File: src/rtl/usb_port_pkg.sv
package usb_port_pkg;
  typedef enum logic [1:0] {
    PS_IDLE    = 2'd0,
    PS_RESET   = 2'd1,
    PS_SUSPEND = 2'd2,
    PS_RESUME  = 2'd3
  } port_state_e;

  localparam int NUM_CHG  = 3;
  localparam int CHG_CONN = 0;
  localparam int CHG_ENA  = 1;
  localparam int CHG_ERR  = 2;
endpackage

File: src/rtl/port_line_sense.sv
module port_line_sense (
  input  logic clk,
  input  logic rst_n,
  input  logic phy_attached,
  input  logic phy_overcurrent,
  output logic conn_q,
  output logic attach_evt,
  output logic detach_evt,
  output logic oc_rise
);
  logic oc_q;

  always_ff @(posedge clk or negedge rst_n) begin
    if (!rst_n) begin
      conn_q <= 1'b0;
      oc_q   <= 1'b0;
    end else begin
      conn_q <= phy_attached;
      oc_q   <= phy_overcurrent;
    end
  end

  assign attach_evt = phy_attached & ~conn_q;
  assign detach_evt = ~phy_attached & conn_q;
  assign oc_rise    = phy_overcurrent & ~oc_q;
endmodule

File: src/rtl/port_bus_seq.sv
module port_bus_seq
  import usb_port_pkg::*;
#(
  parameter int CNT_W = 16
) (
  input  logic             clk,
  input  logic             rst_n,
  input  logic             ctl_reset,
  input  logic             ctl_suspend,
  input  logic             ctl_resume,
  input  logic             enabled,
  input  logic             drop,
  input  logic [CNT_W-1:0] cfg_reset_len,
  input  logic [CNT_W-1:0] cfg_resume_len,
  output port_state_e      state,
  output logic             rst_start,
  output logic             rst_end
);
  port_state_e      state_n;
  logic [CNT_W-1:0] cnt_q, cnt_n;
  logic [CNT_W:0]   cnt_inc;
  logic [CNT_W:0]   len_sel;
  logic             cnt_last;

  assign cnt_inc  = {1'b0, cnt_q} + {{CNT_W{1'b0}}, 1'b1};
  assign len_sel  = (state == PS_RESET) ? {1'b0, cfg_reset_len} : {1'b0, cfg_resume_len};
  assign cnt_last = (cnt_inc >= len_sel);

  always_comb begin
    state_n = state;
    cnt_n   = cnt_q;
    if (ctl_reset) begin
      state_n = PS_RESET;
      cnt_n   = '0;
    end else begin
      case (state)
        PS_IDLE: begin
          if (ctl_suspend && enabled && !drop) state_n = PS_SUSPEND;
        end
        PS_RESET: begin
          if (cnt_last) begin
            state_n = PS_IDLE;
            cnt_n   = '0;
          end else begin
            cnt_n = cnt_inc[CNT_W-1:0];
          end
        end
        PS_SUSPEND: begin
          if (drop) begin
            state_n = PS_IDLE;
          end else if (ctl_resume) begin
            state_n = PS_RESUME;
            cnt_n   = '0;
          end
        end
        default: begin
          if (drop || cnt_last) begin
            state_n = PS_IDLE;
            cnt_n   = '0;
          end else begin
            cnt_n = cnt_inc[CNT_W-1:0];
          end
        end
      endcase
    end
  end

  always_ff @(posedge clk or negedge rst_n) begin
    if (!rst_n) begin
      state <= PS_IDLE;
      cnt_q <= '0;
    end else begin
      state <= state_n;
      cnt_q <= cnt_n;
    end
  end

  assign rst_start = ctl_reset;
  assign rst_end   = (state == PS_RESET) && cnt_last && !ctl_reset;

  p_reset_on_request_r2: assert property (@(posedge clk) disable iff (!rst_n)
    ((state == PS_RESET) && ($past(state) != PS_RESET)) |-> $past(ctl_reset));

  p_suspend_needs_enable_r9: assert property (@(posedge clk) disable iff (!rst_n)
    ((state == PS_SUSPEND) && ($past(state) == PS_IDLE)) |-> $past(enabled));
endmodule

File: src/rtl/port_change_bank.sv
module port_change_bank #(
  parameter int N = 3
) (
  input  logic         clk,
  input  logic         rst_n,
  input  logic [N-1:0] set,
  input  logic [N-1:0] clr,
  input  logic [N-1:0] mask,
  output logic [N-1:0] chg,
  output logic         irq
);
  for (genvar i = 0; i < N; i++) begin : g_bit
    logic bit_n;
    always_comb begin
      bit_n = chg[i];
      if (clr[i]) bit_n = 1'b0;
      if (set[i]) bit_n = 1'b1;
    end
    always_ff @(posedge clk or negedge rst_n) begin
      if (!rst_n) chg[i] <= 1'b0;
      else        chg[i] <= bit_n;
    end

    p_set_wins_r6: assert property (@(posedge clk) disable iff (!rst_n)
      set[i] |=> chg[i]);
    p_clear_r6: assert property (@(posedge clk) disable iff (!rst_n)
      (clr[i] && !set[i]) |=> !chg[i]);
  end

  assign irq = |(chg & ~mask);
endmodule

File: src/rtl/usb_root_port.sv
module usb_root_port
  import usb_port_pkg::*;
#(
  parameter int CNT_W = 16
) (
  input  logic             clk,
  input  logic             rst_n,
  input  logic             phy_attached,
  input  logic             phy_lowspeed,
  input  logic             phy_overcurrent,
  input  logic             ctl_reset,
  input  logic             ctl_suspend,
  input  logic             ctl_resume,
  input  logic [2:0]       chg_clr,
  input  logic [2:0]       irq_mask,
  input  logic [CNT_W-1:0] cfg_reset_len,
  input  logic [CNT_W-1:0] cfg_resume_len,
  output logic             sts_connected,
  output logic             sts_enabled,
  output logic             sts_lowspeed,
  output logic             sts_suspended,
  output logic             bus_reset_drv,
  output logic             bus_resume_drv,
  output logic [2:0]       chg_bits,
  output logic             port_irq,
  output logic             port_err
);
  logic [1:0] rsync_q;
  logic       rst_ns;

  always_ff @(posedge clk or negedge rst_n) begin
    if (!rst_n) rsync_q <= 2'b00;
    else        rsync_q <= {rsync_q[0], 1'b1};
  end
  assign rst_ns = rsync_q[1];

  logic conn_q, attach_evt, detach_evt, oc_rise;
  port_state_e state;
  logic rst_start, rst_end, in_rst, conn_evt;
  logic en_q, en_n, ls_q, ls_n, pend_q, pend_n, rere_q, rere_n;
  logic [NUM_CHG-1:0] chg_set;

  port_line_sense u_sense (
    .clk             (clk),
    .rst_n           (rst_ns),
    .phy_attached    (phy_attached),
    .phy_overcurrent (phy_overcurrent),
    .conn_q          (conn_q),
    .attach_evt      (attach_evt),
    .detach_evt      (detach_evt),
    .oc_rise         (oc_rise)
  );

  port_bus_seq #(.CNT_W(CNT_W)) u_seq (
    .clk            (clk),
    .rst_n          (rst_ns),
    .ctl_reset      (ctl_reset),
    .ctl_suspend    (ctl_suspend),
    .ctl_resume     (ctl_resume),
    .enabled        (en_q),
    .drop           (detach_evt | oc_rise),
    .cfg_reset_len  (cfg_reset_len),
    .cfg_resume_len (cfg_resume_len),
    .state          (state),
    .rst_start      (rst_start),
    .rst_end        (rst_end)
  );

  assign in_rst   = (state == PS_RESET);
  assign conn_evt = attach_evt | detach_evt;

  always_comb begin
    en_n   = en_q;
    ls_n   = ls_q;
    rere_n = rere_q;
    pend_n = rst_end ? 1'b0 : (pend_q | (conn_evt & in_rst));
    if (rst_start) begin
      en_n   = 1'b0;
      rere_n = en_q | (in_rst & rere_q);
    end else if (rst_end) begin
      en_n   = conn_q & ~detach_evt;
      ls_n   = conn_q & ~detach_evt & phy_lowspeed;
      rere_n = 1'b0;
    end else begin
      if (detach_evt || oc_rise) en_n = 1'b0;
      if (detach_evt)            ls_n = 1'b0;
    end
  end

  always_ff @(posedge clk or negedge rst_ns) begin
    if (!rst_ns) begin
      en_q   <= 1'b0;
      ls_q   <= 1'b0;
      pend_q <= 1'b0;
      rere_q <= 1'b0;
    end else begin
      en_q   <= en_n;
      ls_q   <= ls_n;
      pend_q <= pend_n;
      rere_q <= rere_n;
    end
  end

  always_comb begin
    chg_set           = '0;
    chg_set[CHG_CONN] = (conn_evt & ~in_rst) | (rst_end & (pend_q | conn_evt));
    chg_set[CHG_ENA]  = (rst_start & en_q) | (rst_end & rere_q);
    chg_set[CHG_ERR]  = oc_rise | (detach_evt & en_q);
  end

  port_change_bank #(.N(NUM_CHG)) u_chg (
    .clk   (clk),
    .rst_n (rst_ns),
    .set   (chg_set),
    .clr   (chg_clr),
    .mask  (irq_mask),
    .chg   (chg_bits),
    .irq   (port_irq)
  );

  assign sts_connected  = conn_q;
  assign sts_enabled    = en_q;
  assign sts_lowspeed   = ls_q;
  assign sts_suspended  = (state == PS_SUSPEND);
  assign bus_reset_drv  = in_rst;
  assign bus_resume_drv = (state == PS_RESUME);
  assign port_err       = chg_bits[CHG_ERR];

  p_enable_after_reset_r3: assert property (@(posedge clk) disable iff (!rst_ns)
    $rose(en_q) |-> ($past(state) == PS_RESET));

  p_disabled_in_reset_r4: assert property (@(posedge clk) disable iff (!rst_ns)
    bus_reset_drv |-> !sts_enabled);

  p_conn_deferred_r5: assert property (@(posedge clk) disable iff (!rst_ns)
    (bus_reset_drv && $past(bus_reset_drv)) |-> !$rose(chg_bits[CHG_CONN]));

  p_err_disables_r8: assert property (@(posedge clk) disable iff (!rst_ns)
    $rose(chg_bits[CHG_ERR]) |-> !sts_enabled);
endmodule

File: config.mk
export PLATFORM = sky130hd
export DESIGN_NAME = usb_root_port
export DESIGN_NICKNAME = d
export VERILOG_FILES = /design/src/rtl/usb_port_pkg.sv /design/src/rtl/port_line_sense.sv /design/src/rtl/port_bus_seq.sv /design/src/rtl/port_change_bank.sv /design/src/rtl/usb_root_port.sv
export SDC_FILE = /design/constraint.sdc
export NUM_CORES = 1
export LEC_CHECK = 0
export BUFFER_PORTS_ARGS = -buffer_cell sky130_fd_sc_hd__buf_2
export CORE_UTILIZATION = 50
export CTS_BUF_LIST = sky130_fd_sc_hd__clkbuf_8
export CTS_CLUSTER_DIAMETER = 80
export DETAILED_ROUTE_END_ITERATION = 12
export GPL_TIMING_DRIVEN = 0
export PLACE_DENSITY = 0.77
export SKIP_CTS_REPAIR_TIMING = 1
export SLEW_MARGIN = 10
export SYNTH_ARGS = -nofsm -noshare
export SYNTH_HDL_FRONTEND = slang
export SYNTH_SLANG_ARGS = --single-unit
File: constraint.sdc
create_clock -name clk -period 0.9 [get_ports clk]
set_input_delay 0.045 -clock clk [delete_from_list [all_inputs] [get_ports clk]]
set_output_delay 0.045 -clock clk [all_outputs]
set_load 0.005 [all_outputs]
==> flow_metrics.py <==
metrics = {
    "status": {
        "status": "finished, violations left",
        "violations": "negative setup slack",
    },
    "global_routing": {
        "grtUsageTotal_pct": 23.2,
        "grt_pass1_vias": 1748,
        "grt_max_degree": 28,
        "grt_pass1_wl_um": 7890,
        "grt-ovfl-total": 0,
        "antenna_found_initial": 0,
    },
    "clock_tree": {
        "clkSinkCount": 29,
        "path_clk_slew_ps": 70,
        "cts-root-buf": "clkbuf_8",
        "numCtsBuffers": 5,
        "cts_buffer_depth": 2,
        "clk_latency_ps": 280,
        "h-tree-depth": 2,
        "cts_tree": "built",
    },
    "timing": {
        "period_needed_ps": 3250,
        "relSlewSlack_pct": 59.2,
        "finalHoldViolations": 0,
        "setup_viol": 30,
        "rsz0062_at_grt": "yes",
        "period_share_pct": 361,
        "slew_viol_final": 0,
        "fin_ws_ps": -2350,
        "timing.fmax_mhz": 308,
        "tightest_slew_ps": 611,
        "clock_skew_ps": 3.88,
    },
    "setup_path": {
        "cp.arrival_ps": 3420,
        "crit_type": "reg -> reg",
        "cpLargestDelayFamily": "simple AND/OR/NAND/NOR gates",
        "startpoint_type": "register",
        "cp_max_fo": 6,
        "reg2reg_to": "u_chg.chg[1]$_DFFE_PN0P_",
        "r2r-start": "u_seq.cnt_q[1]$_DFFE_PN0P_",
        "reg2reg_slack_ps": -2350,
        "cpMostUsedCell": "nand3_2",
        "r2r_cells": 13,
        "critPathCaptureType": "register",
        "critPathRequiredTime_ps": 1070,
        "max_stage_delay_ps": 440,
        "critPathSlowestCell": "dfrtp_1",
        "path_buf_inv": 1,
        "worstPathCellList": "nand4_1 > or3_4 > nor3_4 > nand3_2 > xnor2_2 > ha_1 > nand3_2 > nor2_4 > a221oi_2 > nand3_2 > buf_6 > and2_4 > a31o_2",
    },
    "yosys": {
        "synthXorXnorAreaFrac_pct": 5.12,
        "synthAdderAreaFrac_pct": 13.0,
        "synth_area_leader_cell": "dfrtp_1",
        "ys_ff_latch": 29,
        "synth_top_family_by_area": "simple AND/OR/NAND/NOR gates",
        "synth_cell_type_count": 49,
        "synth_edf_count": 0,
        "synthArstFlopShare_pct": 100,
        "synth_simple_gate_area_share_pct": 18.1,
        "netlist_instances": 232,
        "synth_top_area_share_pct": 32.7,
        "yosys_warnings": 0,
        "syn_avg_cell_area_um2": 9.58,
        "synth_seq_area_share_pct": 32.7,
        "ys_top_cells_by_area": "dfrtp_1 33%, ha_1 13%, mux2i_1 7.2%, nand3_1 3.6%, a22o_1 3.5%",
        "synth_fp_nets": 301,
        "synth_compound_area_share_pct": 17.7,
        "synth.mux.area_fraction_pct": 8.22,
        "syn_area_um2": 2220,
        "synth_top_flop_cell": "dfrtp_1",
    },
    "placement": {
        "place_area_um2": 2590,
        "numPortBuffers": 56,
        "hpwlAfterDp_um": 3750,
        "place_ws_ps": -2440,
        "dp_cells": 338,
        "gp_congestion": 0.773,
    },
    "floorplan": {
        "placementRows": 23,
        "dieWidth_um": 68.7,
        "initial_core_util_pct": 53.6,
        "fp.dieH_um": 68.7,
        "ios": 57,
        "fp.coreArea_um2": 4140,
        "die_area_um2": 4710,
    },
    "power": {
        "power.total_uw": 5240,
        "p_int_uw": 3420,
        "seq_power_share_pct": 30.2,
        "switching_share_pct": 34.8,
        "ir_drop_mv": 1.10,
        "p_clk_share_pct": 23.3,
        "p_leak_uw": 0.00166,
        "p_sw_uw": 1830,
        "power.density_nw_per_um2": 1640,
        "pwr-share-comb_pct": 46.6,
    },
    "finish": {
        "num_antenna_cells": 0,
        "final-seq-area_um2": 737,
        "multi_input_area_um2": 1580,
        "post-route-util_pct": 77.2,
        "area_growth_syn_to_layout_pct": 44.0,
        "fin_cells": 376,
        "stdcell_area_um2": 3200,
        "filler_cell_count": 278,
        "drive_above_1_share_pct": 44.8,
        "nNetsFinal": 394,
    },
    "detailed_routing": {
        "drt_iter0_markers": 103,
        "vias": 2167,
        "ant_nets": 0,
        "viasPerCell": 5.76,
        "drc": 0,
        "drt_pre_antenna_iters": 4,
        "wl_um": 6150,
        "post_drt_wl_per_cell_um": 16.4,
    },
    "job": {
        "max_cap_violations": 0,
    },
    "worst_hold_path": {
        "hp-class": "in -> reg",
        "hp-start": "chg_clr[2]",
        "hold_depth": 3,
        "min_to": "u_chg.chg[2]$_DFFE_PN0P_",
    },
}
layout by cell type, fill, tap and decap left out, types with 2 or more instances in the layout:
cell type and n:
clkbuf_16 2, a22o_1 9, dfrtp_1 20, and3_1 3, nand4_1 3, dlygate4sd3_1 4
buf_6 9, buf_8 2, ha_1 17, inv_2 2, nand2_1 14, nand3_2 5
dfrtp_2 9, clkbuf_1 2, buf_4 21, a21oi_1 11, xnor2_1 5, nor3_1 2
xor2_1 6, mux2i_1 16, nor2_1 15, inv_1 15, ha_4 3, buf_2 53
o311ai_2 2, nand2b_1 2, a21oi_2 3, ha_2 3, mux2_2 2, clkbuf_8 7
a21o_1 2, o31a_1 2, o21ai_1 2, nand3_1 13, a221o_1 3, o221ai_2 2
o21ai_0 2, xnor2_2 2
Yosys cell counts (all sizes together), types with 4 or more instances:
library cell	count
mux2i	16
a21boi	4
inv	17
a22o	9
ha	23
xnor2	7
a21oi	14
clkbuf	4
o21ai	5
nand3	19
nand2	15
nor2	16
xor2	6
dfrtp	29
buf	4
nand4	4
how the worst max path moves through the flow:
stage / startpoint / endpoint / slack, ps / cells after the start
after floorplan: u_seq.cnt_q[3]$_DFFE_PN0P_ / u_chg.chg[1]$_DFFE_PN0P_ / -1950 / 12
after global placement: u_seq.cnt_q[0]$_DFFE_PN0P_ / u_seq.cnt_q[2]$_DFFE_PN0P_ / -2400 / 12
after detailed placement: u_seq.cnt_q[0]$_DFFE_PN0P_ / rere_q$_DFFE_PN0P_ / -2440 / 12
after CTS: u_seq.cnt_q[0]$_DFFE_PN0P_ / u_seq.cnt_q[2]$_DFFE_PN0P_ / -2470 / 12
after global routing: u_seq.cnt_q[1]$_DFFE_PN0P_ / rere_q$_DFFE_PN0P_ / -2540 / 13
final: u_seq.cnt_q[1]$_DFFE_PN0P_ / u_chg.chg[1]$_DFFE_PN0P_ / -2350 / 13
cell families (layout without fill, tap and decap cells):
family,after synthesis,after routing
AOI/OAI and AO/OA,53,53
xor gates and xnor gates,13,13
adders and majority gates,23,23
buffers and inverters,25,119
DFF,29,29
muxes,18,18
other,1,1
and+or+nand+nor,70,70
layer usage:
| layer | up-vias | global-route usage (%) | part of all wire [%] |
|---|---|---|---|
| met1 | 1036 | 28.7 | 41 |
| li1 | 1039 | - | - |
| met4 | 0 | 9.64 | 1.6 |
| met5 | - | 0 | 0 |
| met3 | 9 | 4.77 | 5.9 |
| met2 | 83 | 39.0 | 51 |
power by group through the flow:
| stage | clock network (µW) | registers, µW | logic [µW] |
|---|---|---|---|
| final | 1220 | 1580 | 2440 |
| after global routing | 1290 | 1600 | 2680 |
| after CTS | 1210 | 1540 | 1740 |
| after detailed placement | 0 | 1570 | 1720 |
| after floorplan | 0 | 1540 | 1280 |
| after global placement | 0 | 1560 | 1690 |
final cells by class:
| type | count | share of cell area, % |
|---|---|---|
| Buffer | 8 | 2.38 |
| Sequential cell | 29 | 23.0 |
| Clock buffer | 7 | 3.01 |
| Inverter | 17 | 1.99 |
| Tap cell | 50 | 1.95 |
| Clock inverter | 1 | 0.156 |
| Multi-Input combinational cell | 178 | 49.3 |
| Timing Repair Buffer | 86 | 18.1 |
registers in the layout (all words and copies together), names as in the netlist:
register and flops:
u_seq.cnt_q 16, u_chg.chg 3, rsync_q 2, u_seq.state 2, pend_q 1, rere_q 1, sts_enabled 1, sts_lowspeed 1
u_sense.conn_q 1, u_sense.oc_q 1
through the flow:
step	hold slack [ps]	setup TNS, ps
6_report	57.3	-55800
5_1_grt	64.5	-60530
4_1_cts	-471	-66270
3_5_place_dp	-168	-64690
3_3_place_gp	-170	-63320
2_1_floorplan	-251	-45390
worst min-delay path, delay by kind of cell:
family / cells / cell delay (ps)
buf+inv: 2 / 140
compound gates: 1 / 120
(Power assumes the default switching activity.)
